## config.mk

```make
export PLATFORM = sky130hd
export DESIGN_NAME = page_age_selector
export DESIGN_NICKNAME = d
export VERILOG_FILES = /design/src/rtl/age_pkg.sv /design/src/rtl/age_load_decode.sv /design/src/rtl/age_slot.sv /design/src/rtl/age_argmin.sv /design/src/rtl/page_age_selector.sv
export SDC_FILE = /design/constraint.sdc
export NUM_CORES = 1
export LEC_CHECK = 0
export CAP_MARGIN = 20
export CORE_MARGIN = 3
export CORE_UTILIZATION = 53
export DETAILED_ROUTE_END_ITERATION = 10
export PLACE_DENSITY = 0.8
export SYNTH_ARGS = -nofsm -noshare
export SYNTH_HDL_FRONTEND = slang
export SYNTH_SLANG_ARGS = --single-unit
```

## constraint.sdc

```tcl
create_clock -name clk -period 11.6 [get_ports clk]
set_input_delay 2.32 -clock clk [delete_from_list [all_inputs] [get_ports clk]]
set_output_delay 2.32 -clock clk [all_outputs]
set_load 0.01 [all_outputs]
```

## src/rtl/age_pkg.sv

```systemverilog
package age_pkg;

  localparam int DEF_PAGES = 6;
  localparam int DEF_AGE_W = 8;

  // what a slot does at the coming edge, highest priority first in encoding order of use
  typedef enum logic [1:0] {
    SLOT_HOLD  = 2'd0,
    SLOT_SHIFT = 2'd1,
    SLOT_LOAD  = 2'd2
  } slot_act_e;

endpackage

```

## src/rtl/age_load_decode.sv

```systemverilog
module age_load_decode #(
  parameter int PAGES = age_pkg::DEF_PAGES,
  parameter int IDX_W = 3
) (
  input  logic             load_en,
  input  logic [IDX_W-1:0] load_idx,
  output logic [PAGES-1:0] load_hit
);

  // out-of-range indices match no slot
  for (genvar g = 0; g < PAGES; g++) begin : g_hit
    assign load_hit[g] = load_en && (load_idx == IDX_W'(g));
  end

endmodule

```

## src/rtl/age_slot.sv

```systemverilog
module age_slot
  import age_pkg::*;
#(
  parameter int AGE_W = age_pkg::DEF_AGE_W
) (
  input  logic             clk,
  input  logic             rst_n,
  input  logic             tick,
  input  logic             acc,
  input  logic             load,
  output logic [AGE_W-1:0] age_o
);

  logic [AGE_W-1:0] age_q;
  logic             ref_q;
  slot_act_e        act;
  logic             ref_now;

  // fold a same-cycle access into the sample taken by a tick
  assign ref_now = ref_q | acc;

  function automatic logic [AGE_W-1:0] age_step(input logic [AGE_W-1:0] cur,
                                                input logic newest);
    return {newest, cur[AGE_W-1:1]};
  endfunction

  always_comb begin
    if (load)      act = SLOT_LOAD;
    else if (tick) act = SLOT_SHIFT;
    else           act = SLOT_HOLD;
  end

  always_ff @(posedge clk or negedge rst_n) begin
    if (!rst_n) begin
      age_q <= '0;
      ref_q <= 1'b0;
    end else begin
      unique case (act)
        SLOT_LOAD: begin
          age_q <= '0;
          ref_q <= 1'b0;
        end
        SLOT_SHIFT: begin
          age_q <= age_step(age_q, ref_now);
          ref_q <= 1'b0;
        end
        default: begin
          ref_q <= ref_now;
        end
      endcase
    end
  end

  assign age_o = age_q;

  // the lower bits after a shift are the old upper bits
  a_r3_shift_body: assert property (@(posedge clk) disable iff (!rst_n)
    (act == SLOT_SHIFT) |=> (age_q[AGE_W-2:0] == $past(age_q[AGE_W-1:1])));

  // the flag is gone after a tick, so a tick with no new access enters 0
  a_r4_flag_cleared: assert property (@(posedge clk) disable iff (!rst_n)
    (act == SLOT_SHIFT) |=> !ref_q);

  // an access on the tick cycle lands in the top bit
  a_r5_same_cycle: assert property (@(posedge clk) disable iff (!rst_n)
    (act == SLOT_SHIFT && acc) |=> age_q[AGE_W-1]);

  // no tick and no load keeps the history
  a_r2_hold: assert property (@(posedge clk) disable iff (!rst_n)
    (act == SLOT_HOLD) |=> $stable(age_q));

  // the flag is sticky between ticks
  a_r2_sticky: assert property (@(posedge clk) disable iff (!rst_n)
    (act == SLOT_HOLD && acc) |=> ref_q);

  // a load empties the slot whatever else happens
  a_r8_load_zero: assert property (@(posedge clk) disable iff (!rst_n)
    load |=> (age_q == '0 && !ref_q));

endmodule

```

## src/rtl/age_argmin.sv

```systemverilog
module age_argmin #(
  parameter int PAGES = age_pkg::DEF_PAGES,
  parameter int AGE_W = age_pkg::DEF_AGE_W,
  parameter int IDX_W = 3
) (
  input  logic [PAGES*AGE_W-1:0] ages,
  output logic [IDX_W-1:0]       min_idx,
  output logic [AGE_W-1:0]       min_val
);

  logic [AGE_W-1:0] run_val [PAGES];
  logic [IDX_W-1:0] run_idx [PAGES];

  // strict less-than: an equal later slot never displaces an earlier one
  function automatic logic beats(input logic [AGE_W-1:0] cand,
                                 input logic [AGE_W-1:0] best);
    return cand < best;
  endfunction

  assign run_val[0] = ages[0 +: AGE_W];
  assign run_idx[0] = '0;

  for (genvar g = 1; g < PAGES; g++) begin : g_chain
    logic take;
    assign take       = beats(ages[g*AGE_W +: AGE_W], run_val[g-1]);
    assign run_val[g] = take ? ages[g*AGE_W +: AGE_W] : run_val[g-1];
    assign run_idx[g] = take ? IDX_W'(g) : run_idx[g-1];
  end

  assign min_idx = run_idx[PAGES-1];
  assign min_val = run_val[PAGES-1];

endmodule

```

## src/rtl/page_age_selector.sv

```systemverilog
module page_age_selector
  import age_pkg::*;
#(
  parameter int PAGES = age_pkg::DEF_PAGES,
  parameter int AGE_W = age_pkg::DEF_AGE_W,
  localparam int IDX_W = (PAGES > 1) ? $clog2(PAGES) : 1
) (
  input  logic                   clk,
  input  logic                   rst_n,
  input  logic                   tick,
  input  logic [PAGES-1:0]       access,
  input  logic                   load_en,
  input  logic [IDX_W-1:0]       load_idx,
  output logic [IDX_W-1:0]       victim_idx,
  output logic [PAGES*AGE_W-1:0] age_flat
);

  logic [PAGES-1:0] load_hit;
  logic [AGE_W-1:0] victim_age;

  age_load_decode #(.PAGES(PAGES), .IDX_W(IDX_W)) u_dec (
    .load_en  (load_en),
    .load_idx (load_idx),
    .load_hit (load_hit)
  );

  for (genvar g = 0; g < PAGES; g++) begin : g_slot
    age_slot #(.AGE_W(AGE_W)) u_slot (
      .clk   (clk),
      .rst_n (rst_n),
      .tick  (tick),
      .acc   (access[g]),
      .load  (load_hit[g]),
      .age_o (age_flat[g*AGE_W +: AGE_W])       // layout
    );
  end

  age_argmin #(.PAGES(PAGES), .AGE_W(AGE_W), .IDX_W(IDX_W)) u_min (
    .ages    (age_flat),
    .min_idx (victim_idx),
    .min_val (victim_age)
  );

  // at most one slot loads, none for an index beyond the pool
  a_r9_load_range: assert property (@(posedge clk) disable iff (!rst_n)
    (load_en && (int'(load_idx) >= PAGES)) |-> (load_hit == '0));

  a_r8_one_load: assert property (@(posedge clk) disable iff (!rst_n)
    $onehot0(load_hit));

  // everything reads zero one edge into reset
  a_r1_reset_clear: assert property (@(posedge clk)
    !rst_n |=> (age_flat == '0));

  // the victim really is the lowest-indexed minimum
  always_ff @(posedge clk) begin
    if (rst_n) begin
      for (int i = 0; i < PAGES; i++) begin
        a_r6_is_min: assert (!(age_flat[i*AGE_W +: AGE_W] < victim_age))
          else $error("victim value is not the minimum");
        if (i < int'(victim_idx)) begin
          a_r7_lowest_tie: assert (age_flat[i*AGE_W +: AGE_W] != victim_age)
            else $error("a lower slot ties the victim");
        end
      end
    end
  end

endmodule

```

==> impl_metrics.csv <==
group,metric,value,unit
logic_synthesis,yosysTopAreaCellShare,37.93,%
sta,drv_slew,0,
critical_path,path_max_fanout,9,
status,status,"completed",
pwr,p_total,1.465,mW
place,place_hpwl,6.387,mm
sta,max_slew_margin,41.78,%
logic_synthesis,synthCells,373,
drt,drt-vias-per-instance,5.713,
drt,drt-total-wl,8.872,mm
global_route,grtUsageTotal,23.53,%
finish,area_growth_syn_to_layout,27.82,%
global_route,grt_pass1_vias,2956,
sta,fin_crit,11.30,ns
job,max_cap_violations,0,
logic_synthesis,synth_edf_count,0,
sta,tns,0,ns
pwr,leakage,2.225,nW
critical_path,worstSetupEndpointType,"primary output",
finish,n_antenna_cell,0,
clock_network,cts_tree,"built",
critical_path,critPathKind,"reg2out",
logic_synthesis,yosysWarnings,0,
finish,finish.utilization,70.89,%
clock_network,clockBufferDepth,2,
logic_synthesis,synth_nets,417,
finish,multi_input_area,2127,µm²
finish,final_common_cell,"nor2_1",
global_route,gr-total-overflow,0,
floorplanning,initial_core_util,55.46,%
drt,drtAntennaViolNets,0,
sta,fmax,88.48,MHz
clock_network,cts_sinks,54,
clock_network,ctsHtreeMaxLevel,2,
clock_network,hold_buffers,0,
clock_network,clkSlewWorstSetupHoldPaths,0.09,ns
drt,drc_errors,0,
floorplanning,row_count,29,
drt,vias,3022,
drt,wl_per_cell,16.77,µm
logic_synthesis,async_flop_share,100.0,%
pwr,peakVddDrop,184.1,µV
critical_path,cp-start-kind,"flop",
drt,drt_iter0_markers,139,
logic_synthesis,yosysTopAreaCell,"dfrtp_1",
finish,fill_cells,476,
floorplanning,core-area,6422,µm²
critical_path,cp.arrival,8.98,ns
global_route,grt_max_degree,61,
clock_network,clock_latency,0.31,ns
critical_path,r2r_slack,10.69,ns
logic_synthesis,synth_ff_type,"dfrtp_1",
pwr,power_density,321.7,nW/µm²
logic_synthesis,ys_seq_elements,54,
logic_synthesis,yosys-top-cells-area,"dfrtp_1 38%, mux2i_1 15%, ha_1 11%",
sta,fin_worst_skew,0.005231,ns
finish,layout-drive-gt1-share,12.39,%
critical_path,slowest_stage,"o32a_2",
place,dp_slack,0.01536,ns
place,dp.cells,508,
critical_path,cp_slowest_stage_delay,0.42,ns
critical_path,required,9.28,ns
global_route,grt_pass1_wl,14.39,mm
clock_network,cts-root-buf,"clkbuf_8",
logic_synthesis,avgSynthCellArea,9.550,µm²
floorplanning,die_x,87.98,µm
sta,setup_viol,0,
finish,fin_cells,529,
finish,nets,496,
sta,post-route-period-util,97.43,%
logic_synthesis,synth_cell_types,42,
sta,setup_ws,0.2976,ns
floorplanning,io_pins,64,
sta,tightest_slew,0.8733,ns
worst_hold_path,hp-class,"reg2reg",
floorplanning,die_h,87.98,µm
global_route,antenna_found_initial,0,
logic_synthesis,synth.cell_area,3562,µm²
sta,hold_violations,0,
logic_synthesis,ys_seq_area_share,37.93,%
clock_network,cts-buffers-inserted,5,
floorplanning,die-area,7740,µm²
drt,firstDrtPassIters,4,
finish,mostFrequentLayoutCells,"78 x nor2_1, 58 x clkdlybuf4s50_1, 54 x dfrtp_1",
place,numPortBuffers,63,
finish,seq_area,1351,µm²
place,place.gp.congestion,0.9827,
flip-flops by register name, indices dropped and copies added (netlist names):
signal / flops
g_slot.u_slot.ref_q: 6
g_slot.u_slot.age_o: 48
cells in the mapped netlist (3+ instances only):
cell,count
nor2_1,78
dfrtp_1,54
mux2i_1,52
ha_1,31
inv_1,28
a21oi_1,18
nor3_1,11
a211oi_1,10
nand2_1,8
o21ai_0,8
a21o_1,7
mux2_4,7
nand2b_1,6
buf_1,5
a21oi_2,3
a221o_1,3
and3_1,3
clkbuf_1,3
nand3_1,3
nand4_1,3
o21a_1,3
worst paths after layout:
| check | start | endpoint | cells after the start |
|---|---|---|---|
| min in group asynchronous | rst_n | g_slot[3].u_slot.age_o[4]$_DFFE_PN0N_ | 2 |
| worst max register to register | g_slot[0].u_slot.age_o[7]$_DFFE_PN0N_ | g_slot[0].u_slot.age_o[7]$_DFFE_PN0N_ | 3 |
| worst min register to register | g_slot[1].u_slot.ref_q$_DFF_PN0_ | g_slot[1].u_slot.ref_q$_DFF_PN0_ | 2 |
| max in group asynchronous | rst_n | g_slot[1].u_slot.age_o[7]$_DFFE_PN0N_ | 2 |
| worst min-delay path | g_slot[1].u_slot.ref_q$_DFF_PN0_ | g_slot[1].u_slot.ref_q$_DFF_PN0_ | 2 |
| worst max-delay path | g_slot[0].u_slot.age_o[4]$_DFFE_PN0N_ | victim_idx[0] | 41 |
power by group:
part	internal, mW	switching, mW	leakage, nW
Combinational	0.524	0.509	1.51
Clock	0.0691	0.0602	0.0573
Sequential	0.231	0.0711	0.657
logic make-up after synthesis:
logic type                 count (synthesis)  share of synthesized area, %
adders and majority gates                 32                         11.17
and+or+nand+nor                          121                         15.38
DFF                                       54                         37.93
AOI/OAI and AO/OA                         70                         14.01
buffers and inverters                     37                         3.934
muxes                                     59                         17.56
worst max-delay path: cells and delay by family (launching register included):
kind / cells / cell delay [ns]
simple gates: 9 / 1.45
compound gates: 20 / 4.00
mux: 3 / 0.89
buf+inv: 4 / 0.44
fa+ha+maj: 5 / 1.48
flops: 1 / 0.40
per-stage QoR:
stage | instance area, µm² | hold WS (ns)
CTS | 4432 | 0.5588
global placement | 4274 | 0.5166
global route | 4553 | 0.6003
floorplan | 3562 | 0.5002
finish | 4553 | 0.5445
detailed placement | 4274 | 0.5347
area by class of cell:
class / count / share of cell area (%)
multi-input cells: 283 / 46.72
flip-flops and latches: 54 / 29.68
repair buffers: 80 / 16.71
inverters: 28 / 2.308
well taps: 77 / 2.116
clock buffers: 6 / 1.814
clock inverters: 1 / 0.6595
layer usage:
| layer | vias up | global-route usage (%) | share of wire [%] |
|---|---|---|---|
| met2 | 70 | 38.70 | 48 |
| met1 | 1460 | 32.21 | 47 |
| met5 | - | 0 | 0 |
| met3 | 12 | 4.045 | 3.6 |
| met4 | 0 | 6.137 | 1.7 |
| li1 | 1480 | - | - |
timing repair:
item / CTS / global route
setup endpoints to repair: 3 / 3
resized for setup: 4 / 19
pin swaps: 1 / 9
setup buffers: 3 / 8
gates cloned: 1 / 0
Power figures use the tool's default switching activity.
